--- config.mk ---
export PLATFORM = sky130hd
export DESIGN_NAME = room_light_ctrl
export DESIGN_NICKNAME = d
export VERILOG_FILES = /design/src/rtl/light_ctrl_pkg.sv /design/src/rtl/sec_tick_gen.sv /design/src/rtl/idle_timer.sv /design/src/rtl/room_light_ctrl.sv
export SDC_FILE = /design/constraint.sdc
export NUM_CORES = 1
export LEC_CHECK = 0
export ABC_AREA = 1
export BUFFER_PORTS_ARGS = -buffer_cell sky130_fd_sc_hd__buf_4
export CAP_MARGIN = 40
export CORE_ASPECT_RATIO = 0.5
export CORE_UTILIZATION = 59
export CTS_BUF_LIST = sky130_fd_sc_hd__clkbuf_8
export DETAILED_ROUTE_END_ITERATION = 7
export GPL_ROUTABILITY_DRIVEN = 0
export PLACE_DENSITY = 0.79
export RECOVER_POWER = 100
export SETUP_SLACK_MARGIN = 0.15
export SYNTH_ARGS = -nofsm -noshare
export SYNTH_HDL_FRONTEND = slang
export SYNTH_SLANG_ARGS = --single-unit
--- constraint.sdc ---
create_clock -name clk_i -period 1.6 [get_ports clk_i]
set_input_delay 0.32 -clock clk_i [delete_from_list [all_inputs] [get_ports clk_i]]
set_output_delay 0.32 -clock clk_i [all_outputs]
set_load 0.05 [all_outputs]
--- src/rtl/light_ctrl_pkg.sv ---
package light_ctrl_pkg;
  typedef enum logic [1:0] {
    TMR_SCENE = 2'd0,
    TMR_DARK  = 2'd1,
    TMR_LIVE  = 2'd2
  } tmr_id_e;

  localparam int unsigned NUM_TMR = 3;
endpackage

--- src/rtl/sec_tick_gen.sv ---
module sec_tick_gen #(
  parameter int unsigned TICK_DIV = 100_000_000
) (
  input  logic clk_i,
  input  logic rst_ni,
  output logic tick_o
);
  generate
    if (TICK_DIV <= 1) begin : g_pass
      assign tick_o = 1'b1;
    end else begin : g_div
      localparam int unsigned CW = $clog2(TICK_DIV);
      localparam logic [CW-1:0] LAST = CW'(TICK_DIV - 1);
      logic [CW-1:0] cnt_q;
      always_ff @(posedge clk_i or negedge rst_ni) begin
        if (!rst_ni)            cnt_q <= '0;
        else if (cnt_q == LAST) cnt_q <= '0;
        else                    cnt_q <= cnt_q + 1'b1;
      end
      assign tick_o = (cnt_q == LAST);
    end
  endgenerate
endmodule

--- src/rtl/idle_timer.sv ---
module idle_timer #(
  parameter int unsigned LIMIT = 60
) (
  input  logic clk_i,
  input  logic rst_ni,
  input  logic tick_i,
  input  logic clear_i,
  output logic expired_o
);
  localparam int unsigned SW = $clog2(LIMIT + 1);
  localparam logic [SW-1:0] TOP = SW'(LIMIT);

  logic [SW-1:0] sec_q;

  always_ff @(posedge clk_i or negedge rst_ni) begin
    if (!rst_ni)                   sec_q <= '0;
    else if (clear_i)              sec_q <= '0;
    else if (tick_i && sec_q < TOP) sec_q <= sec_q + 1'b1;
  end

  assign expired_o = (sec_q == TOP);
endmodule

--- src/rtl/room_light_ctrl.sv ---
module room_light_ctrl
  import light_ctrl_pkg::*;
#(
  parameter int unsigned TICK_DIV   = 100_000_000,
  parameter int unsigned SCENE_SECS = 300,
  parameter int unsigned DARK_SECS  = 150,
  parameter int unsigned PULSE_SECS = 60
) (
  input  logic clk_i,
  input  logic rst_ni,
  input  logic motion_i,
  input  logic pulse_i,
  input  logic scene_req_i,
  output logic lights_o,
  output logic failure_o,
  output logic scene_rst_o
);
  localparam int unsigned LIMITS [NUM_TMR] = '{SCENE_SECS, DARK_SECS, PULSE_SECS};

  logic               tick;
  logic [NUM_TMR-1:0] clr;
  logic [NUM_TMR-1:0] expired;

  sec_tick_gen #(.TICK_DIV(TICK_DIV)) u_tick (
    .clk_i  (clk_i),
    .rst_ni (rst_ni),
    .tick_o (tick)
  );

  assign clr[TMR_SCENE] = motion_i;
  assign clr[TMR_DARK]  = motion_i;
  assign clr[TMR_LIVE]  = pulse_i;

  generate
    for (genvar g = 0; g < NUM_TMR; g++) begin : g_tmr
      idle_timer #(.LIMIT(LIMITS[g])) u_tmr (
        .clk_i     (clk_i),
        .rst_ni    (rst_ni),
        .tick_i    (tick),
        .clear_i   (clr[g]),
        .expired_o (expired[g])
      );
    end
  endgenerate

  logic lights_q, scene_exp_q, req_q, man_q;

  // failure blocks automatic switch-off
  always_ff @(posedge clk_i or negedge rst_ni) begin
    if (!rst_ni)                                    lights_q <= 1'b1;
    else if (motion_i)                              lights_q <= 1'b1;
    else if (expired[TMR_DARK] && !expired[TMR_LIVE]) lights_q <= 1'b0;
  end

  always_ff @(posedge clk_i or negedge rst_ni) begin
    if (!rst_ni) begin
      scene_exp_q <= 1'b0;
      req_q       <= 1'b0;
      man_q       <= 1'b0;
    end else begin
      scene_exp_q <= expired[TMR_SCENE];
      req_q       <= scene_req_i;
      man_q       <= scene_req_i && !req_q;
    end
  end

  assign lights_o    = lights_q;
  assign failure_o   = expired[TMR_LIVE];
  assign scene_rst_o = (expired[TMR_SCENE] && !scene_exp_q) || man_q;
endmodule

==> qor.csv <==
metric,value,unit
numCtsBuffers,5,
ys_seq_elements,54,
status,"complete, but fails checks",
finalCriticalPeriod,1970,ps
max_freq,508,MHz
cpMaxStageDelayCell,dfrtp_1,
cts_sinks,54,
cts_tree,yes,
ys_seq_area_share,39.4,%
synth_flop_cell,dfrtp_1,
n_antenna_cell,0,
clkLatencyLatePin,330,ps
drtIter0Drc,416,
core_area,5540,um2
synth_area_leaders,"dfrtp_1 (39%), nand2_1 (14%), nor2_1 (8.6%), nand3_1 (8.5%), inv_1 (7.2%)",
wl_per_cell,19.0,um
slew_violations,0,
drcViolationCount,0,
clock_skew,12.0,ps
cp.required,1280,ps
areaGrowthSynthToFinish,35.7,%
nNetsFinal,582,
tightest_slew,900,ps
place_ws,41.7,ps
dpl_cell_area,3760,um2
path_cells,inv_2 -> ha_1 -> nand4_1 -> nor4_2 -> a21o_2 -> buf_8,
pwr-share-seq,61.2,%
antenna_found_initial,0,
fin_crit_sh,123,%
vias,3942,
hold_depth,1,
avgSynthCellArea,6.98,um2
root_buffer,clkbuf_8,
numPortBuffers,7,
p_switching,0.553,mW
ant_nets,0,
worstRegToRegCells,12,
setup_ws,-368,ps
grt_pass1_vias,3232,
grt.total_usage,32.3,%
io_pins,8,
grt_pass1_wl,15100,um
swShare,24.8,%
violations,setup timing,
synth_most_common_cell,nand2_1,
synth-edff-count,0,
chipHeight,55.9,um
end_kind,output port,
ys_warn_count,0,
pwr-share-comb,3.9,%
fp.dieW,110,um
rsz0062_at_grt,true,
die_area,6150,um2
setup_viol,44,
start_kind,flop,
clockBufferDepth,2,
arrival,1650,ps
ys_types,31,
h-tree-depth,2,
grt_max_degree,20,
hold_class,in -> reg,
syn_area,3430,um2
yosysTopAreaCell,dfrtp_1,
power.internal,1.68,mW
p_leak,2.31,nW
drive_above_1_share,33.5,%
vias_per_cell,6.13,
power_density,479,nW/um2
fin_area,4660,um2
wl,12200,um
hold_viol_final,0,
ys_top_cells_by_count,"nand2_1 (127), nor2_1 (79), inv_1 (66)",
synthCells,492,
async_reset_ff_share,100,%
path_max_fanout,2,
grt-ovfl-total,0,
slew-limit-headroom,40.0,%
ir_worst_vdd,0.000323,V
synthesis.nets,504,
dr.pass1.iters,7,
start_util,62.0,%
worstSetupPathType,reg -> out,
dp_hpwl,5660,um
slowest_delay,420,ps
cap_violations,0,
path_clk_slew,90,ps
yosysTopAreaCellShare,38.6,%
rows,19,
clockPowerShare,34.9,%
registers in the layout, summed over array words and instances (netlist names):
register            flops
lights_o                1
man_q                   1
g_tmr.u_tmr.sec_q      23
req_q                   1
u_tick.g_div.cnt_q     27
scene_exp_q             1
power by group through the flow:
stage                     clock, mW  combinational, mW  sequential (mW)
after floorplan                   0             0.0248             1.39
after global placement            0             0.0794             1.39
after detailed placement          0             0.0810             1.39
after CTS                     0.747             0.0865             1.37
after global routing          0.811             0.0939             1.37
final                         0.779             0.0871             1.37
cells in the final DEF (no fill, tap or decap), types with 3 or more instances in the layout:
cell type and instances:
nor2_2 17, nand3_4 5, inv_1 60, xor2_1 11
a21oi_1 6, clkbuf_4 3, nor2_4 11, nor3_1 5
nand3_1 37, ha_1 6, dfrtp_1 47, nor2_1 60
nand4_1 22, dfrtp_2 6, buf_4 56, nand2_4 5
nand2_1 109, buf_6 9, nand3_2 19, nand2_2 20
o21ai_2 5, buf_12 4, buf_8 3, clkbuf_8 5
inv_2 10
cells by family (layout without fill, tap and decap cells):
kind of cell,count (synthesis),count (layout),share of synthesized area [%]
compound gates,21,21,3.35
xor+xnor,13,13,3.32
fa+ha+maj,7,7,2.55
buf+inv,81,157,9.73
flops,54,54,39.4
simple gates,316,318,41.7
critical path: cells and delay by family (launching register included):
family / cells / cell delay [ps]
fa+ha+maj: 1 / 150
simple gates: 2 / 330
compound gates: 1 / 210
flops: 1 / 420
buf+inv: 2 / 230
metrics by stage:
stage	power [mW]	hold slack, ps	utilization (%)	instances	TNS (ps)
after detailed placement	1.47	201	68.0	589	0
after global placement	1.47	198	68.0	589	0
final	2.23	156	84.1	643	-8370
after floorplan	1.42	24.4	-	492	0
after global routing	2.27	147	84.1	643	-12960
after CTS	2.20	117	78.2	622	-300
metal layers:
metal | wire length, um | global-route usage (%)
met4 | 518 | 8.57
met1 | 4710 | 45.3
met2 | 5670 | 51.0
met5 | 0 | 0
met3 | 1330 | 6.79
path summary, 6_finish.rpt:
kind | startpoint | endpoint | slack (ps)
max | g_tmr[0].u_tmr.sec_q[0]$_DFFE_PN0P_ | scene_rst_o | -370
min | scene_req_i | req_q$_DFF_PN0_ | 160
max reg2reg | u_tick.g_div.cnt_q[0]$_DFF_PN0_ | g_tmr[1].u_tmr.sec_q[6]$_DFFE_PN0P_ | -310
min reg2reg | req_q$_DFF_PN0_ | man_q$_DFF_PN0_ | 440
max in group asynchronous | rst_ni | lights_o$_DFFE_PN1P_ | 120
min in group asynchronous | rst_ni | u_tick.g_div.cnt_q[22]$_DFF_PN0_ | 620
what timing repair did:
action,CTS,global route
gates resized for setup,60,63
setup buffers,21,21
hold endpoints to repair,14,0
endpoints found under the setup margin,40,48
cloned,4,0
hold buffers,1,0
pin swaps,19,34
cell type report:
type	count	area, um2
multi-input cells	359	2120
flip-flops and latches	54	1360
fillers	284	881
repair buffers	79	738
inverters	71	274
well taps	73	91.3
clock buffers	5	68.8
clock inverters	2	7.51
No activity file was read; power rests on OpenSTA's default activity.
